**config.mk**
```make
export PLATFORM = sky130hd
export DESIGN_NAME = lsUsbRx
export DESIGN_NICKNAME = d
export VERILOG_FILES = /design/src/rtl/lsRxPkg.sv /design/src/rtl/lsRxDatapath.sv /design/src/rtl/lsRxControl.sv /design/src/rtl/lsUsbRx.sv
export SDC_FILE = /design/constraint.sdc
export NUM_CORES = 1
export LEC_CHECK = 0
export ABC_CLOCK_PERIOD_IN_PS = 4500
export BUFFER_PORTS_ARGS = -buffer_cell sky130_fd_sc_hd__buf_2
export CAP_MARGIN = 5
export CORE_ASPECT_RATIO = 0.9
export CORE_UTILIZATION = 50
export DETAILED_ROUTE_END_ITERATION = 7
export PLACE_DENSITY = 0.7
export SETUP_SLACK_MARGIN = 0.5
export SLEW_MARGIN = 30
export SYNTH_ARGS = -nofsm -noshare
export SYNTH_HDL_FRONTEND = slang
export SYNTH_SLANG_ARGS = --single-unit
```
**constraint.sdc**
```tcl
create_clock -name clk -period 4.5 [get_ports clk]
set_clock_uncertainty 0.2 [all_clocks]
set_input_delay 0.9 -clock clk [delete_from_list [all_inputs] [get_ports clk]]
set_output_delay 0.9 -clock clk [all_outputs]
set_load 0.005 [all_outputs]
```
**src/rtl/lsRxPkg.sv**
```systemverilog
package lsRxPkg;
  typedef enum logic [1:0] {
    ST_WAITJ,
    ST_ARMED,
    ST_SYNC,
    ST_DATA
  } rxState_t;

  typedef struct packed {
    logic startData;  // load decode state for the first data bit
    logic takeBit;    // a non-SE0 bit-centre sample in the data phase
  } rxStrobes_t;
endpackage

```
**src/rtl/lsRxDatapath.sv**
```systemverilog
module lsRxDatapath
  import lsRxPkg::*;
#(
  parameter int OVS   = 4,
  parameter int LEN_W = 8
) (
  input  logic             clk,
  input  logic             rstN,
  input  logic             dpIn,
  input  logic             dmIn,
  input  rxStrobes_t       strobes,
  output logic             riseEdge,
  output logic             sampleTick,
  output logic             lineSe0,
  output logic             lineJ,
  output logic             dpLevel,
  output logic             stuffBit,
  output logic             byteDone,
  output logic [2:0]       pendingBits,
  output logic [LEN_W-1:0] byteCount,
  output logic [7:0]       dataByte
);
  localparam int PH_W    = (OVS > 2) ? $clog2(OVS) : 1;
  localparam int HALF    = OVS / 2;
  localparam int RUN_MAX = 6;

  logic [1:0] dpPipe, dmPipe;
  logic dpSync, dmSync, dpPrev, lastLevel, lineEdge, newBit;
  logic [PH_W-1:0] phase;
  logic [2:0] onesRun, bitCnt;
  logic [7:0] shiftReg;

  // two-flop synchronisers, one per line
  always_ff @(posedge clk) begin
    if (!rstN) begin
      dpPipe <= 2'b00;
      dmPipe <= 2'b11;
      dpPrev <= 1'b0;
    end else begin
      dpPipe <= {dpPipe[0], dpIn};
      dmPipe <= {dmPipe[0], dmIn};
      dpPrev <= dpSync;
    end
  end

  assign dpSync     = dpPipe[1];
  assign dmSync     = dmPipe[1];
  assign lineEdge   = dpSync ^ dpPrev;
  assign riseEdge   = lineEdge & dpSync;
  assign lineSe0    = !dpSync && !dmSync;
  assign lineJ      = !dpSync && dmSync;
  assign dpLevel    = dpSync;
  assign sampleTick = (phase == PH_W'(HALF)) && !lineEdge;

  // bit phase, re-centred on every D+ transition
  always_ff @(posedge clk) begin
    if (!rstN)                        phase <= '0;
    else if (lineEdge)                phase <= PH_W'(1);
    else if (phase == PH_W'(OVS - 1)) phase <= '0;
    else                              phase <= phase + PH_W'(1);
  end

  assign newBit      = (dpSync == lastLevel);
  assign stuffBit    = (onesRun == 3'(RUN_MAX));
  assign byteDone    = strobes.takeBit && !stuffBit && (bitCnt == 3'd7);
  assign pendingBits = bitCnt;

  always_ff @(posedge clk) begin
    if (!rstN) begin
      lastLevel <= 1'b1;
      onesRun   <= '0;
      bitCnt    <= '0;
      shiftReg  <= '0;
      byteCount <= '0;
      dataByte  <= '0;
    end else if (strobes.startData) begin
      lastLevel <= 1'b1;
      onesRun   <= 3'd1;
      bitCnt    <= '0;
      shiftReg  <= '0;
      byteCount <= '0;
    end else if (strobes.takeBit) begin
      lastLevel <= dpSync;
      if (stuffBit) begin
        onesRun <= '0;
      end else begin
        shiftReg <= {newBit, shiftReg[7:1]};
        bitCnt   <= bitCnt + 3'd1;
        onesRun  <= newBit ? onesRun + 3'd1 : 3'd0;
        if (bitCnt == 3'd7) begin
          dataByte  <= {newBit, shiftReg[7:1]};
          byteCount <= byteCount + LEN_W'(1);
        end
      end
    end
  end
endmodule

```
**src/rtl/lsRxControl.sv**
```systemverilog
module lsRxControl
  import lsRxPkg::*;
#(
  parameter int MAX_BYTES = 8,
  parameter int LEN_W     = 8
) (
  input  logic             clk,
  input  logic             rstN,
  input  logic             riseEdge,
  input  logic             sampleTick,
  input  logic             lineSe0,
  input  logic             lineJ,
  input  logic             dpLevel,
  input  logic             byteDone,
  input  logic [2:0]       pendingBits,
  input  logic [LEN_W-1:0] byteCount,
  output rxStrobes_t       strobes,
  output logic             rxValid,
  output logic             rxEop,
  output logic             rxAbort
);
  rxState_t state;
  logic [2:0] syncIdx;
  logic syncExp, syncLast, overflow;

  // sync field on D+: 1,0,1,0,1,0,1,1
  assign syncLast = (syncIdx == 3'd7);
  assign syncExp  = syncLast | ~syncIdx[0];
  assign overflow = (byteCount == LEN_W'(MAX_BYTES));

  always_comb begin
    strobes.startData = (state == ST_SYNC) && sampleTick && !lineSe0 &&
                        (dpLevel == syncExp) && syncLast;
    strobes.takeBit   = (state == ST_DATA) && sampleTick && !lineSe0;
  end

  always_ff @(posedge clk) begin
    if (!rstN) begin
      state   <= ST_WAITJ;
      syncIdx <= '0;
      rxValid <= 1'b0;
      rxEop   <= 1'b0;
      rxAbort <= 1'b0;
    end else begin
      rxValid <= 1'b0;
      rxEop   <= 1'b0;
      rxAbort <= 1'b0;
      unique case (state)
        ST_WAITJ: if (lineJ) state <= ST_ARMED;
        ST_ARMED: if (riseEdge) begin
          state   <= ST_SYNC;
          syncIdx <= '0;
        end
        ST_SYNC: if (sampleTick) begin
          if (lineSe0)                  state <= ST_WAITJ;
          else if (dpLevel != syncExp)  state <= syncLast ? ST_ARMED : ST_WAITJ;
          else if (syncLast)            state <= ST_DATA;
          else                          syncIdx <= syncIdx + 3'd1;
        end
        ST_DATA: begin
          if (sampleTick && lineSe0) begin
            if (pendingBits <= 3'd1) rxEop <= 1'b1;
            else                     rxAbort <= 1'b1;
            state <= ST_WAITJ;
          end else if (byteDone) begin
            if (overflow) begin
              rxAbort <= 1'b1;
              state   <= ST_WAITJ;
            end else begin
              rxValid <= 1'b1;
            end
          end
        end
        default: state <= ST_WAITJ;
      endcase
    end
  end
endmodule

```
**src/rtl/lsUsbRx.sv**
```systemverilog
module lsUsbRx
  import lsRxPkg::*;
#(
  parameter int OVS       = 4,
  parameter int MAX_BYTES = 8,
  parameter int LEN_W     = 8
) (
  input  logic             clk,
  input  logic             rstN,
  input  logic             dpIn,
  input  logic             dmIn,
  output logic [7:0]       rxByte,
  output logic             rxValid,
  output logic             rxEop,
  output logic [LEN_W-1:0] rxLen,
  output logic             rxAbort
);
  rxStrobes_t strobes;
  logic riseEdge, sampleTick, lineSe0, lineJ, dpLevel, stuffBit, byteDone;
  logic [2:0] pendingBits;

  lsRxDatapath #(.OVS(OVS), .LEN_W(LEN_W)) dpath (
    .clk(clk), .rstN(rstN), .dpIn(dpIn), .dmIn(dmIn), .strobes(strobes),
    .riseEdge(riseEdge), .sampleTick(sampleTick), .lineSe0(lineSe0),
    .lineJ(lineJ), .dpLevel(dpLevel), .stuffBit(stuffBit),
    .byteDone(byteDone), .pendingBits(pendingBits), .byteCount(rxLen),
    .dataByte(rxByte)
  );

  lsRxControl #(.MAX_BYTES(MAX_BYTES), .LEN_W(LEN_W)) ctrl (
    .clk(clk), .rstN(rstN), .riseEdge(riseEdge), .sampleTick(sampleTick),
    .lineSe0(lineSe0), .lineJ(lineJ), .dpLevel(dpLevel),
    .byteDone(byteDone), .pendingBits(pendingBits), .byteCount(rxLen),
    .strobes(strobes), .rxValid(rxValid), .rxEop(rxEop), .rxAbort(rxAbort)
  );

  logic unusedStuff;
  assign unusedStuff = stuffBit;
endmodule

```
Word-level counts from Yosys, hierarchy flattened
Index checks and enable logic that the tools add are counted.
- word-level logic and storage cells: 112
- output and inout port bits: 19
- input bits: 4
- bits in registers: 46
- equal/unequal tests: 21
- $add $sub $neg: 5
- multiplexer cells: 29
- reductions and logical operators: 30
- bitwise gates (word level): 9
- order comparisons: 1
- operators with widths (kind ; count):
    2-to-1 mux 3 bit ; 7
    2-to-1 mux 2 bit ; 9
    logical AND 1 bit ; 12
    AND reduction 6 bit ; 2
    2-to-1 mux 1 bit ; 11
    adder 3 x 1 -> 3 bit, second input constant ; 3
    equality test 3 bit, second input constant ; 3
    adder 8 x 1 -> 8 bit, second input constant ; 1
    equality test 2 bit, second input constant ; 4
    equality test 8 x 4 -> 1 bit, second input constant ; 1
    one-hot mux 2 bit (4 select lines) ; 1
    != test 2 x 1 -> 1 bit, second input constant ; 3
    != test 2 bit, second input constant ; 3
    inverter 1 bit ; 6
    one-hot mux 3 bit (2 select lines) ; 1
    AND reduction 3 bit ; 2
    logical NOT 1 bit ; 5
    != test 4 x 2 -> 1 bit, second input constant ; 1
    AND reduction 2 bit ; 2
    AND reduction 4 bit ; 1
    nonzero test 2 bit ; 2
    OR reduction 4 bit ; 1
    <= comparator 3 x 1 -> 1 bit, second input constant ; 1
    != test 3 x 2 -> 1 bit, second input constant ; 1
    11 further kinds ; 12

Longest topological paths before layout
- word-level depth: 10
- gate-level depth with buffers: 9
- mapped depth without buffers: 6

Hierarchy
From an unflattened synthesis, not the netlist that was laid out.
- cell total of the unflattened synthesis: 245
- area total of the unflattened synthesis: 2137.0 um^2
- by module, submodules not included (module ; area each (um^2) ; cells an instance ; times used ; seq. area each (um^2)):
    lsRxDatapath ; 1625.3 ; 182 ; 1 ; 740.7
    lsRxControl ; 511.7 ; 63 ; 1 ; 160.2

Worst setup path before layout
Ideal clock, no wire load.
- kind: register -> register
- from: register dpath.dpPrev
- to: register dpath.byteCount[7]
- path buffers: 2
- data arrival time: 1.654 ns
- path slack: 2.514 ns
- data required time: 4.168 ns
- period minus slack after synthesis: 1.986 ns
- library setup time: 0.132 ns
- cell stages (with the launch flop): 9
- path through: dfxtp_1 > inv_1 > ha_1 > and4_1 > buf_4 > nand4_4 > buf_4 > o41ai_1 > a21oi_1
- cells in the longest elaborated chain, start to end: 8
- elaborated cells on any way between the ends: 11
- classes of those cells: 1 x bitwise; 10 x reduce/logical
- ends and longest elaborated chain (item ; RTL line ; text):
    start: declaration ; lsRxDatapath.sv:28 ; logic dpSync, dmSync, dpPrev, lastLevel, lineEdge, newBit;
    start signal: assignment ; lsRxDatapath.sv:42 ; dpPrev <= dpSync;
    XOR 1 bit (*) ; lsRxDatapath.sv:48 ; assign lineEdge = dpSync ^ dpPrev;
    logical NOT 1 bit (*) ; lsRxDatapath.sv:53 ; assign sampleTick = (phase == PH_W'(HALF)) && !lineEdge;
    logical AND 1 bit (*) ; lsRxDatapath.sv:53 ;
    logical AND 1 bit (3 in a row) ; lsRxControl.sv:32 ; strobes.startData = (state == ST_SYNC) && sampleTick && !lineSe0 &&
    logical AND 1 bit ; lsRxControl.sv:33 ; (dpLevel == syncExp) && syncLast;
    OR reduction 2 bit (no line) ; - ;
    end signal: assignment ; lsRxDatapath.sv:92 ; byteCount <= byteCount + LEN_W'(1);
    end: declaration ; lsRxDatapath.sv:20 ; output logic [LEN_W-1:0] byteCount,
Mark *: on every way between the ends. The rest lies on a longest branch, timed or not.
A chain may end at the register's enable or synchronous reset.

Final worst setup path
- from: register dpath.dpPipe[1]
- to: register dpath.byteCount[5]
- cells in the longest elaborated chain, start to end: 8
- elaborated cells on any way between the ends: 15
- classes of those cells: 1 x eq/ne; 1 x bitwise; 13 x reduce/logical
- ends and longest elaborated chain (item ; RTL line ; text):
    start: declaration ; lsRxDatapath.sv:27 ; logic [1:0] dpPipe, dmPipe;
    start signal: assignment ; lsRxDatapath.sv:40 ; dpPipe <= {dpPipe[0], dpIn};
    XOR 1 bit ; lsRxDatapath.sv:48 ;
    logical NOT 1 bit ; lsRxDatapath.sv:53 ;
    logical AND 1 bit ; lsRxDatapath.sv:53 ;
    logical AND 1 bit (3 in a row) ; lsRxControl.sv:32 ;
    logical AND 1 bit ; lsRxControl.sv:33 ;
    OR reduction 2 bit (no line) ; - ;
Several ways; a longest one is shown, not always the timed one.

==> results.json <==
{
  "status": "finished clean",
  "switchingPower_w": 0.000168,
  "grt_max_degree": 22,
  "clock-root-buffer": "clkbuf_8",
  "crit_type": "flip-flop to flip-flop",
  "max_freq_mhz": 384,
  "worst_slew_pin_slew_ps": 697,
  "critPathLaunchType": "flip-flop",
  "postCtsResizedCells": 0,
  "dieArea_um2": 4360,
  "cp_max_fo": 21,
  "h-tree-depth": 2,
  "fill_cells": 341,
  "wire_per_inst_um": 13.3,
  "synth_top_area_frac": 0.439,
  "synthTopCellsByArea": "dfxtp_1 (44%), a21oi_1 (7.8%), nand2_1 (7.1%), ha_1 (6.7%), nand3_1 (4.1%)",
  "postCtsHoldBufs": 0,
  "cts_max_path_buffers": 2,
  "setup_viol": 0,
  "min_path_type": "flip-flop to flip-flop",
  "switching_share": 0.218,
  "synth_area_leader_cell": "dfxtp_1",
  "synth_edf_count": 0,
  "final_core_util": 0.597,
  "worst_path_max_delay_cell": "or4_1",
  "max_stage_delay_ps": 600,
  "synth_area_per_cell_um2": 8.66,
  "postCtsSetupRepairBufs": 0,
  "ys_seq_area_frac": 0.439,
  "drc": 0,
  "pwr-share-seq": 0.541,
  "syn-num-nets": 252,
  "worstPathArrival_ps": 2640,
  "period_share": 0.579,
  "clock_latency_ps": 300,
  "io_pins": 23,
  "dpl.hpwl_mm": 2.67,
  "initial_core_util": 0.539,
  "nNetsFinal": 267,
  "dr.first_iter.drc_count": 131,
  "synth_xor_xnor_area_share": 0.0171,
  "relSlewSlack": 0.535,
  "combPwrFrac": 0.050,
  "dr_total_vias": 1663,
  "tns_ps": 0,
  "p_leak_nw": 0.834,
  "yosysWarnings": 0,
  "die_w_um": 69.5,
  "antenna_found_initial": 0,
  "dp_cells": 291,
  "detail-route-antenna-nets": 0,
  "overflow": 0,
  "p_int_w": 0.000603,
  "slew_viol_final": 0,
  "synth_cells": 237,
  "wirelength_mm": 3.99,
  "max_cap_viol_count": 0,
  "multi_input_area_um2": 1050,
  "synth_fa_ha_area_frac": 0.0671,
  "finalCriticalPeriod_ps": 2610,
  "coreArea_um2": 3810,
  "cts_made_buffers": 5,
  "crit_chain": "ha_1 > and4_1 > nand4_4 > or4_1 > a21oi_1",
  "p_per_area_nw_per_um2": 339,
  "grt_usage": 0.200,
  "num_rows": 21,
  "place.gp.congestion": 0.760,
  "antenna_cells": 0,
  "hold_viol_final": 0,
  "synthMuxAreaShare": 0,
  "synth_compound_area_frac": 0.168,
  "drt-vias-per-instance": 5.56,
  "portBuffers": 22,
  "clock_power_share": 0.410,
  "synth_top_family_by_area": "simple AND/OR/NAND/NOR gates",
  "drt_pass1_iterations": 4,
  "register_area_um2": 901,
  "drive_gt1_frac": 0.142,
  "clkTransAtPathRegs_ps": 90,
  "report.power.total_w": 0.000772,
  "synth-seq-cells": 45,
  "die_h_um": 62.8,
  "critical_path.endpoint_type": "flip-flop",
  "yosys.area_share.simple": 0.261,
  "rsz0062_at_grt": "no",
  "ys_types": 48,
  "final_cells": 299,
  "async_reset_ff_frac": 0,
  "synthFlopType": "dfxtp_1",
  "grt_first_pass_wirelength_mm": 7.02,
  "postPlaceCellArea_um2": 2150,
  "ir_worst_vdd_mv": 0.254,
  "grt_pass1_vias": 1523,
  "fin_area_um2": 2270,
  "clock-sinks": 45,
  "area_growth_pct": 10.9,
  "cp.required_ps": 4530,
  "netlist_area_um2": 2050,
  "tritoncts": "yes"
}
## power by group through the flow
stage          registers, W   logic, W  clock network, W
2_1_floorplan      0.000417  0.0000389                 0
3_3_place_gp       0.000426  0.0000378                 0
3_5_place_dp       0.000426  0.0000379                 0
4_1_cts            0.000417  0.0000380          0.000321
5_1_grt            0.000419  0.0000425          0.000344
6_report           0.000417  0.0000383          0.000316
## cell usage after synthesis (all sizes together) (2+ instances only)
library cell / number
nor2: 4
clkbuf: 6
xnor2: 3
buf: 9
or2: 2
dfxtp: 45
or3: 5
a31oi: 2
o21ai: 5
nand2: 39
a21oi: 32
o31ai: 2
a2111oi: 2
nor3: 4
and2: 3
nand4b: 3
nand2b: 6
nand3: 18
nand4: 3
inv: 7
o21a: 3
or4: 2
nor4b: 2
ha: 11
## flip-flops by register name, indices dropped and copies added, names as in the netlist, 3 cells and up
register / cells
ctrl.syncIdx: 3
dpath.byteCount: 8
dpath.dataByte: 8
dpath.onesRun: 3
dpath.pendingBits: 3
dpath.shiftReg: 7
## critical path, delay by kind of cell, from the launching register on
| family | cells | cell delay [ps] |
|---|---|---|
| AO/OA/AOI/OAI | 1 | 150 |
| flip-flops | 1 | 440 |
| AND/OR/NAND/NOR | 3 | 1320 |
| adder cells (fa/ha/maj) | 1 | 440 |
## cell usage in the layout (no fill, tap or decap), drive strengths merged, types with 6 or more instances in the layout
cell type and n:
nand3 18, dfxtp 45, inv 7, ha 11
nand2 39, a21oi 32, buf 23, nand2b 6
clkbuf 6
## layer usage
layer / vias to the layer above / part of all wire / track usage
li1: 871 / - / -
met1: 764 / 0.55 / 0.285
met2: 21 / 0.41 / 0.297
met3: 7 / 0.029 / 0.0387
met4: 0 / 0.014 / 0.0765
met5: - / 0 / 0
## through the flow
| stage | setup slack [ps] | hold slack [ps] |
|---|---|---|
| floorplan | 2510 | 186 |
| global placement | 2000 | 187 |
| detailed placement | 1930 | 204 |
| CTS | 1900 | 227 |
| global route | 1700 | 232 |
| finish | 1890 | 224 |
## path summary, 6_finish.rpt
kind                              startpoint                              end  slack, ps  cells past startpoint
hold reg to reg   dpath.dmPipe[0]$_SDFF_PN1_       dpath.dmPipe[1]$_SDFF_PN1_        220                      1
hold / removal    dpath.dmPipe[0]$_SDFF_PN1_       dpath.dmPipe[1]$_SDFF_PN1_        220                      1
setup reg to reg  dpath.dpPipe[1]$_SDFF_PN0_  dpath.byteCount[5]$_SDFFE_PP0P_       1890                      5
setup / recovery  dpath.dpPipe[1]$_SDFF_PN0_  dpath.byteCount[5]$_SDFFE_PP0P_       1890                      5
## cell families after synthesis
| kind of cell | Yosys count |
|---|---|
| simple gates | 99 |
| buf+inv | 22 |
| flops | 45 |
| fa+ha+maj | 11 |
| compound gates | 56 |
| xor+xnor | 4 |
## cell type report
| type | count | area share |
|---|---|---|
| clock buffer | 6 | 0.0363 |
| clock inverter | 2 | 0.0165 |
| inverter | 7 | 0.0116 |
| multi-input combinational | 170 | 0.463 |
| sequential | 45 | 0.396 |
| tap | 46 | 0.0253 |
| timing repair buffer | 23 | 0.0517 |
No activity file was read; power rests on OpenSTA's default activity.
